<file path="config.mk">
export PLATFORM = sky130hd
export DESIGN_NAME = burst_addr_seq
export DESIGN_NICKNAME = d
export VERILOG_FILES = /design/src/rtl/burst_seq_pkg.sv /design/src/rtl/burst_beat_ctr.sv /design/src/rtl/burst_order_map.sv /design/src/rtl/burst_addr_seq.sv
export SDC_FILE = /design/constraint.sdc
export NUM_CORES = 1
export LEC_CHECK = 0
export ABC_AREA = 1
export BUFFER_PORTS_ARGS = -buffer_cell sky130_fd_sc_hd__buf_2
export CORE_MARGIN = 5
export CORE_UTILIZATION = 40
export CTS_CLUSTER_DIAMETER = 100
export DETAILED_ROUTE_END_ITERATION = 6
export GPL_ROUTABILITY_DRIVEN = 0
export GPL_TIMING_DRIVEN = 1
export PLACE_DENSITY = 0.7
export REMOVE_ABC_BUFFERS = 1
export SYNTH_ARGS = -nofsm -noshare
export SYNTH_HDL_FRONTEND = slang
export SYNTH_SLANG_ARGS = --single-unit
</file>
<file path="constraint.sdc">
create_clock -name clk -period 0.8 [get_ports clk]
set_input_delay 0.08 -clock clk [delete_from_list [all_inputs] [get_ports clk]]
set_output_delay 0.08 -clock clk [all_outputs]
set_load 0.02 [all_outputs]
</file>
<file path="src/rtl/burst_seq_pkg.sv">
package burst_seq_pkg;
  typedef enum logic {
    ORDER_LINEAR     = 1'b0,
    ORDER_INTERLEAVE = 1'b1
  } order_e;
endpackage

</file>
<file path="src/rtl/burst_beat_ctr.sv">
module burst_beat_ctr
  import burst_seq_pkg::*;
#(
  parameter int CNT_W = 2
) (
  input  logic             clk,
  input  logic             rst_n,
  input  logic             load,
  input  logic             adv,
  input  logic [CNT_W-1:0] start_in,
  input  order_e           order_in,
  output logic [CNT_W-1:0] start_q,
  output logic [CNT_W-1:0] beat_q,
  output order_e           order_q
);

  logic [CNT_W-1:0] start_d;
  logic [CNT_W-1:0] beat_d;
  order_e           order_d;
  logic             cnt_en;

  assign cnt_en = load | adv;

  always_comb begin
    start_d = start_q;
    beat_d  = beat_q;
    order_d = order_q;
    if (load) begin
      start_d = start_in;
      beat_d  = '0;
      order_d = order_in;
    end else if (adv) begin
      beat_d  = beat_q + 1'b1;
    end
  end

  always_ff @(posedge clk or negedge rst_n) begin
    if (!rst_n) begin
      start_q <= '0;
      beat_q  <= '0;
      order_q <= ORDER_INTERLEAVE;
    end else if (cnt_en) begin
      start_q <= start_d;
      beat_q  <= beat_d;
      order_q <= order_d;
    end
  end

  AST_BEAT_CLEAR: assert property (@(posedge clk) disable iff (!rst_n)
    load |=> (beat_q == '0)) else $error("beat not cleared on load");
  AST_BEAT_STEP: assert property (@(posedge clk) disable iff (!rst_n)
    (!load && adv) |=> (beat_q == $past(beat_q) + 1'b1)) else $error("beat step wrong");
  AST_IDLE_HOLD: assert property (@(posedge clk) disable iff (!rst_n)
    (!load && !adv) |=> ($stable(beat_q) && $stable(start_q))) else $error("idle drift");
  AST_ORDER_HOLD: assert property (@(posedge clk) disable iff (!rst_n)
    !load |=> $stable(order_q)) else $error("order changed mid-burst");

endmodule

</file>
<file path="src/rtl/burst_order_map.sv">
module burst_order_map
  import burst_seq_pkg::*;
#(
  parameter int CNT_W = 2
) (
  input  logic [CNT_W-1:0] start_val,
  input  logic [CNT_W-1:0] beat_cnt,
  input  order_e           order,
  output logic [CNT_W-1:0] low_addr
);

  logic [CNT_W-1:0] lin_addr;
  logic [CNT_W-1:0] il_addr;

  assign lin_addr = start_val + beat_cnt;

  for (genvar b = 0; b < CNT_W; b++) begin : g_il_bit
    assign il_addr[b] = start_val[b] ^ beat_cnt[b];
  end

  always_comb begin
    if (order == ORDER_LINEAR) low_addr = lin_addr;
    else                       low_addr = il_addr;
  end

  always_comb begin
    if (beat_cnt == '0)
      AST_FIRST_BEAT: assert (low_addr == start_val) else $error("first beat not start");
  end

endmodule

</file>
<file path="src/rtl/burst_addr_seq.sv">
module burst_addr_seq
  import burst_seq_pkg::*;
#(
  parameter int ADDR_W = 8,
  parameter int CNT_W  = 2
) (
  input  logic              clk,
  input  logic              rst_n,
  input  logic              load,
  input  logic [ADDR_W-1:0] addr_in,
  input  logic              adv,
  input  logic              order_sel,
  output logic [ADDR_W-1:0] addr_out
);

  localparam int UP_W = ADDR_W - CNT_W;

  logic [1:0]       rst_sync;
  logic             rst_int_n;
  logic [UP_W-1:0]  upper_q;
  logic [UP_W-1:0]  upper_d;
  logic [CNT_W-1:0] start_q;
  logic [CNT_W-1:0] beat_q;
  logic [CNT_W-1:0] low_addr;
  order_e           order_q;
  order_e           order_req;

  always_ff @(posedge clk or negedge rst_n) begin
    if (!rst_n) rst_sync <= 2'b00;
    else        rst_sync <= {rst_sync[0], 1'b1};
  end
  assign rst_int_n = rst_sync[1];

  // Only a clean low asks for linear order; high or floating gives interleaved.
  assign order_req = (order_sel !== 1'b0) ? ORDER_INTERLEAVE : ORDER_LINEAR;

  always_comb begin
    upper_d = upper_q;
    if (load) upper_d = addr_in[ADDR_W-1:CNT_W];
  end

  always_ff @(posedge clk or negedge rst_int_n) begin
    if (!rst_int_n)  upper_q <= '0;
    else if (load)   upper_q <= upper_d;
  end

  burst_beat_ctr #(.CNT_W(CNT_W)) u_ctr (
    .clk      (clk),
    .rst_n    (rst_int_n),
    .load     (load),
    .adv      (adv),
    .start_in (addr_in[CNT_W-1:0]),
    .order_in (order_req),
    .start_q  (start_q),
    .beat_q   (beat_q),
    .order_q  (order_q)
  );

  burst_order_map #(.CNT_W(CNT_W)) u_map (
    .start_val (start_q),
    .beat_cnt  (beat_q),
    .order     (order_q),
    .low_addr  (low_addr)
  );

  assign addr_out = {upper_q, low_addr};

  AST_LOAD_CAPTURE: assert property (@(posedge clk) disable iff (!rst_int_n)
    load |=> (addr_out == $past(addr_in))) else $error("load capture wrong");
  AST_UPPER_HOLD: assert property (@(posedge clk) disable iff (!rst_int_n)
    !load |=> $stable(addr_out[ADDR_W-1:CNT_W])) else $error("upper bits moved");
  AST_IDLE_OUT: assert property (@(posedge clk) disable iff (!rst_int_n)
    (!load && !adv) |=> $stable(addr_out)) else $error("output drift");
  AST_LIN_STEP: assert property (@(posedge clk) disable iff (!rst_int_n)
    (!load && adv && order_q == ORDER_LINEAR) |=>
      (addr_out[CNT_W-1:0] == $past(addr_out[CNT_W-1:0]) + 1'b1)) else $error("linear step wrong");
  AST_RESET_ZERO: assert property (@(posedge clk)
    !rst_int_n |-> (addr_out == '0)) else $error("not zero in reset");

endmodule

</file>
Word-level counts from Yosys, hierarchy flattened
Index checks and enable logic that the tools add are counted.

operators by class
  add/sub/neg operators = 2
  equality and inequality tests = 1
  multiplexer cells = 4
  bitwise gates (word level) = 3
  reduce and logical (&&, ||, !) cells = 3

operators by type and width
  kind                                                           count
  2-bit two-way mux                                              3
  2-bit AND reduction                                            2
  2-bit by 1-bit adder with 2-bit output, second input constant  1
  2-bit adder                                                    1
  2-bit nonzero test                                             1
  1-bit XOR                                                      2
  1-bit two-way mux                                              1
  1-bit case inequality test, second input constant              1
  1-bit OR                                                       1

word-level totals
  register bits = 13
  output and inout bits = 8
  logic and storage cells = 18

Logic depth before layout (Yosys ltp)
Gate-level depths: netlist of run 1.

  depth after elaboration = 3
  mapped depth = 6

By module
From an unflattened synthesis of run 1, not the netlist that was laid out.

second synthesis, totals
  cells, all modules = 66
  area total of the unflattened synthesis = 539.3 µm²

modules (own cells, without submodules)
  module           times used  cells each  area each (µm²)  seq. area each (µm²)
  burst_addr_seq   1           28          275.3            200.2
  burst_beat_ctr   1           23          196.4            126.4
  burst_order_map  1           15          67.6             0.0

Worst setup path before layout of run 1
Ideal clock, no wire load.

  path kind = reg-to-output
  from = register u_ctr.beat_q[0]
  to = output addr_out[1]
  arrival time = 0.865 ns
  required time = 0.720 ns
  setup slack = -0.145 ns
  stages on the path, launching flop included = 7
  cell sequence = dfrtp_1 -> ha_1 -> inv_1 -> nor2_1 -> nand3_1 -> nand2_1 -> inv_1

between the ends
  cells in the longest elaborated chain, start to end = 2

RTL lines
  element                 line                   source
  from (decl)             burst_beat_ctr.sv:13   output logic [CNT_W-1:0] beat_q,
  from (signal assigned)  burst_beat_ctr.sv:44   beat_q <= beat_d;
  2-bit adder             burst_order_map.sv:15  assign lin_addr = start_val + beat_cnt;
  2-bit two-way mux       burst_order_map.sv:22  if (order == ORDER_LINEAR) low_addr = lin_addr;
  to (decl)               burst_addr_seq.sv:13   output logic [ADDR_W-1:0] addr_out

Every way passes these cells.

Final worst setup path of run 1
Ends and elaborated chain as after synthesis.

==> metrics.txt, run 1 <==
Clk network pwr share=0.256; crit share post-route=1.66; pin count of the biggest net entering global routing=16; CP Cell Sequence=ha_4 > inv_2 > nor2_2 > nand3_1 > nand2_1 > inv_1 > buf_6; row count=13; Final ANT Viol Nets=0; Synth Register Bits=13; Final WS setup=-0.528 ns; Port Buffers=20; RSZ-0062 raised after global routing=true; First-pass DRT Iterations=2; final setup vio count=11; YS warnings=0; sequential share of power=0.491; LEAKAGE=0.452 nW; H-Tree Depth=1; Startpoint Class=flip-flop; Comb pwr share=0.253; Metal-1 WL=524 um; crit end category=output pin; syn avg cell area=8.86 um^2; clock sink total=13; initial antenna violation count=0; fmax=753 MHz; CP endpoint=addr_out[1]; Hold WS=0.0104 ns; Hold Path Class=input pin to flip-flop; share of the synthesized area in the top cell type=0.538; CP peak stage delay=0.42 ns; commonest non-fill, non-tap cell in the layout=nand2_1; r2r setup slk=-0.14 ns; clk_skew=0.00223 ns; Initial Util=0.424; drt drc=0; first-pass GRT wire length=2150 um; Post-Route WL=1270 um; RR Endpoint=u_ctr.beat_q[1]; met2 wire length=610 um; Max Root-Sink Buffers=2; Slowest-stage cell, CP=dfrtp_1; clk slew on worst S/H paths=0.08 ns; Switching Fraction=0.278; top sig layer=met4; Period minus WS final=1.33 ns; die area=0.00224 mm^2; Die H=47.4 um; Die W=47.4 um; failing checks=negative setup slack; Root Buffer=clkbuf_4; biggest area consumer among synthesized cells=dfrtp_1; sequential fraction of the synthesis area=0.585; run status=finished, violations left; core area=0.00132 mm^2; Switch Pwr=0.000429 W; via density per instance=4.55; worst slack, placed=-0.253 ns; mapped cell area=558 um^2; total power=0.00154 W; antenna fix cells=0; Final Hold Viols=0; Post-DP HPWL=849 um; filler instances=119; commonest non-fill, non-tap cells in the layout=nand2_1, buf_2, dfrtp_1; CTS buffer count=3; DRT iter0 DRCs=3; placed instance area=708 um^2; routed wl met3=115 um; share of post-route cells with drive strength above 1=0.453; TritonCTS clock tree=done; Synth area leaders=dfrtp_1, nand2_1, inv_1; io pins=21; Syn-to-layout area delta=52.9%; average wire per standard cell=11.5 um; Tot GR Track Use=0.141; CP Launch Point=u_ctr.beat_q[0]; via count=501; clk_lat worst skew=0.27 ns; GR Overflow Total=0; Max Fanout on Critical Path=2; Worst VDD drop=1.05 mV; Power Internal=0.00111 W; post-route cell area=853 um^2; nets@finish=110; CP arrival=1.25 ns; FF-to-FF Start=u_ctr.beat_q[0]; critical path class=flip-flop to output pin; vias in the first global route=501; Slew Limit Fails=0; PD cells=1810 mW/mm^2; cell count after synthesis=63; Yosys cell types=15; r2r worst-path depth=5; CP required=0.72 ns; Max Cap Violations=0
[worst min-delay path by stage]
stage / from / to / slack, ns / cells after the start
final: addr_in[5] / upper_q[3] / 0.01 / 3
after global routing: addr_in[5] / upper_q[3] / 0.02 / 3
after CTS: addr_in[5] / upper_q[3] / 0.007 / 3
after detailed placement: rst_n / rst_sync[1] / -0.13 / 1
after global placement: rst_n / rst_sync[0] / -0.13 / 1
after floorplan: rst_n / rst_sync[0] / -0.22 / 0
[flip-flops by register name, indices dropped and copies added, names as in the netlist]
| signal | cells |
|---|---|
| u_ctr.start_q | 2 |
| rst_sync | 2 |
| upper_q | 6 |
| u_ctr.beat_q | 2 |
| u_ctr.order_q | 1 |
[layer usage]
metal  track usage  up-vias
met4        0.0497        0
met1         0.167      227
met5             0        -
met2         0.233       18
li1              -      254
met3        0.0536        2
[what timing repair did]
item	CTS	global route
endpoints found under the setup margin	11	11
gates resized for setup	25	2
hold endpoints to repair	2	0
hold buffers	1	0
buffers inserted	2	3
pin swaps	6	4
[power groups by stage]
stage	registers (W)	logic, W	clock network (W)
after global routing	0.000763	0.000432	0.000423
after CTS	0.000754	0.000366	0.000410
after global placement	0.000752	0.000273	0
after floorplan	0.000794	0.000106	0
final	0.000756	0.000390	0.000395
after detailed placement	0.000753	0.000285	0
[worst max-delay path: cells and delay by family (launching register included)]
family	cells	cell delay [ns]
buffers and inverters	3	0.19
AND/OR/NAND/NOR	3	0.20
adder cells (fa/ha/maj)	1	0.16
flip-flops	1	0.42
[cells in the mapped netlist (all sizes together)]
cell	instances
dfstp	1
o21ai	9
conb	1
nor3	1
nand3	2
nor2	4
inv	13
buf	2
o21bai	1
nand2	16
dfrtp	12
ha	1
[per-stage QoR]
step / utilization / std cells / TNS [ns]
final: 0.648 / 110 / -1.68
after global routing: 0.648 / 110 / -2.07
after CTS: 0.628 / 107 / -1.66
after detailed placement: 0.538 / 101 / -0.517
after global placement: 0.538 / 101 / -0.415
after floorplan: - / 61 / -0.167
[kinds of logic after synthesis]
group | synth area share
AO/OA/AOI/OAI | 0.0942
adder cells (fa/ha/maj) | 0.0224
buffers and inverters | 0.121
flip-flops | 0.585
other | 0.00672
AND/OR/NAND/NOR | 0.170
[final cells by class]
class | instances | area, um^2 | area share
Sequential cell | 13 | 327 | 0.383
Timing Repair Buffer | 30 | 244 | 0.286
Multi-Input combinational cell | 35 | 189 | 0.221
Inverter | 13 | 48.8 | 0.0572
Clock buffer | 4 | 26.3 | 0.0308
Tap cell | 15 | 18.8 | 0.0220
No activity file was read; power rests on OpenSTA's default activity.
==> run 2, diff against run 1 <==
--- a/config.mk
+++ b/config.mk
@@ -15,6 +15,8 @@
 export GPL_TIMING_DRIVEN = 1
 export PLACE_DENSITY = 0.7
 export REMOVE_ABC_BUFFERS = 1
+export SETUP_SLACK_MARGIN = 0.2
+export SKIP_CTS_REPAIR_TIMING = 1
 export SYNTH_ARGS = -nofsm -noshare
 export SYNTH_HDL_FRONTEND = slang
 export SYNTH_SLANG_ARGS = --single-unit
==> run 2 against run 1 <==
Compared with the run above: the flow still finishes with violations (negative setup slack); non-clock buffer count fell by 1; die area did not move; routed wire length did not move; via count fell by 0.60%; total power rose by 1.3%.
==> metrics.txt, run 2 (same netlist as run 1, synthesis figures left out) <==
run status=finished, violations left; failing checks=negative setup slack; Syn-to-layout area delta=54.3%; TritonCTS clock tree=done; die area=0.00224 mm^2 (unchanged); filler instances=114 (-4.2%); First-pass DRT Iterations=1 (-1); Hold Path Class=input pin to flip-flop; Post-DP HPWL=849 um (unchanged); CP arrival=1.25 ns (about the same); post-route cell area=861 um^2 (+0.88%); io pins=21 (unchanged); CP required=0.72 ns (about the same); largest delay contributor family on the critical path=flip-flops; Largest register FFs=6 (unchanged); clk_lat worst skew=0.27 ns (about the same); core area=0.00132 mm^2 (unchanged); critical path class=flip-flop to output pin; clock sink total=13 (unchanged); Tot GR Track Use=0.117 (-0.0243); Final ANT Viol Nets=0 (unchanged); CTS buffer count=3 (unchanged); Root Buffer=clkbuf_4; average wire per standard cell=11.6 um (+0.92%); Critical path buffers and inverters=3 (unchanged); Startpoint Class=flip-flop; first-pass GRT wire length=1790 um (-17%); sequential cell area=327 um^2 (unchanged); setup TNS=-1.69 ns (-0.0131 ns); sequential share of power=0.487 (-0.004); Post-Route WL=1270 um (unchanged); Die H=47.4 um (unchanged); Worst VDD drop=1.06 mV (+1.0%); Max Cap Violations=0 (unchanged); CP peak stage delay=0.40 ns (-0.02 ns); Comb pwr share=0.258 (+0.005); Port Buffers=20 (unchanged); crit end category=output pin; area of the multi-input gates=196 um^2 (+4.0%); FF-to-FF Start=u_ctr.beat_q[0]; Switch Pwr=0.000443 W (+3.4%); share of post-route cells with drive strength above 1=0.500 (+0.0474); Final WS setup=-0.534 ns (-0.00642 ns); nets@finish=109 (-0.91%); Max Fanout on Critical Path=2 (unchanged); fmax=749 MHz (-0.48%); vias in the first global route=436 (-13%); GR Overflow Total=0 (unchanged); initial antenna violation count=0 (unchanged); Max Root-Sink Buffers=2 (unchanged); Clk network pwr share=0.256 (about the same); Largest Register=upper_q; Slowest-stage cell, CP=dfrtp_1; clk_skew=0.00216 ns (-0.0000705 ns); Die W=47.4 um (unchanged); LEAKAGE=0.451 nW (-0.26%); RSZ-0062 raised after global routing=true; clk slew on worst S/H paths=0.08 ns (about the same); antenna fix cells=0 (unchanged); drt drc=0 (unchanged); commonest non-fill, non-tap cells in the layout=nand2_1, buf_2, dfrtp_1; pin count of the biggest net entering global routing=16 (unchanged); H-Tree Depth=1 (unchanged); commonest non-fill, non-tap cell in the layout=nand2_1; Final Hold Viols=0 (unchanged); CP Cell Sequence=ha_4 > inv_2 > nor2_2 > nand3_1 > nand2_1 > inv_1 > buf_6; via count=498 (-0.60%); CP Launch Point=u_ctr.start_q[0]; Initial Util=0.424 (unchanged); placed instance area=708 um^2 (unchanged); Switching Fraction=0.284 (+0.00582); Power Internal=0.00112 W (+0.50%); worst slack, placed=-0.253 ns (unchanged); PD cells=1810 mW/mm^2 (+0.43%); Slew Limit Fails=0 (unchanged); crit share post-route=1.67 (+0.00802); Period minus WS final=1.33 ns (+0.00642 ns); via density per instance=4.57 (+0.31%); hold path start=addr_in[4]; DRT iter0 DRCs=0 (-3); row count=13 (unchanged); final setup vio count=11 (unchanged)
run 2: cell count changes in the layout (fill, tap and decap cells not counted):
cell,change
buf_4,-3
buf_6,+2
inv_1,-3
inv_2,+3
o21ai_0,-6
o21ai_1,+4
o21ai_2,+2
run 2: power by group through the flow:
stage          registers (W)  clock network [W]  logic (W)
5_1_grt             0.000765           0.000423   0.000443
2_1_floorplan       0.000794                  0   0.000106
3_5_place_dp        0.000753                  0   0.000285
6_report            0.000760           0.000399   0.000403
3_3_place_gp        0.000752                  0   0.000273
4_1_cts             0.000742           0.000410   0.000284
run 2: area by class of cell:
type | count | area share
Sequential cell | 13 | 0.379
Timing Repair Buffer | 29 | 0.283
Multi-Input combinational cell | 35 | 0.228
Inverter | 13 | 0.0567
Clock buffer | 4 | 0.0305
Tap cell | 15 | 0.0218
run 2: final timing paths:
path                                         to  slack [ns]  cells after the start
worst max-delay path                addr_out[1]       -0.53                      7
worst min-delay path                 upper_q[2]        0.01                      3
worst max register to register  u_ctr.beat_q[1]       -0.12                      5
worst min register to register  u_ctr.beat_q[0]        0.16                      1
max in group asynchronous         u_ctr.order_q        0.42                      1
min in group asynchronous           rst_sync[0]        0.12                      2
run 2: metal layers:
metal / global-route usage / wire length, um / vias to the layer above
met3: 0.0460 / 114 / 2
met1: 0.162 / 532 / 226
met5: 0 / 0 / -
met2: 0.160 / 602 / 18
li1: - / - / 252
met4: 0.0497 / 15 / 0
run 2: worst register-to-register path: cells and delay by family, from the launching register on:
family	cells	cell delay (ns)
buffers and inverters	2	0.21
flip-flops	1	0.42
AND/OR/NAND/NOR	3	0.19
run 2: through the flow:
stage / utilization / hold slack [ns] / power (W) / instances
floorplan: - / -0.216 / 0.000899 / 61
global placement: 0.538 / -0.134 / 0.00102 / 101
detailed placement: 0.538 / -0.133 / 0.00104 / 101
CTS: 0.557 / -0.426 / 0.00144 / 105
global route: 0.653 / 0.0176 / 0.00163 / 109
finish: 0.653 / 0.0104 / 0.00156 / 109
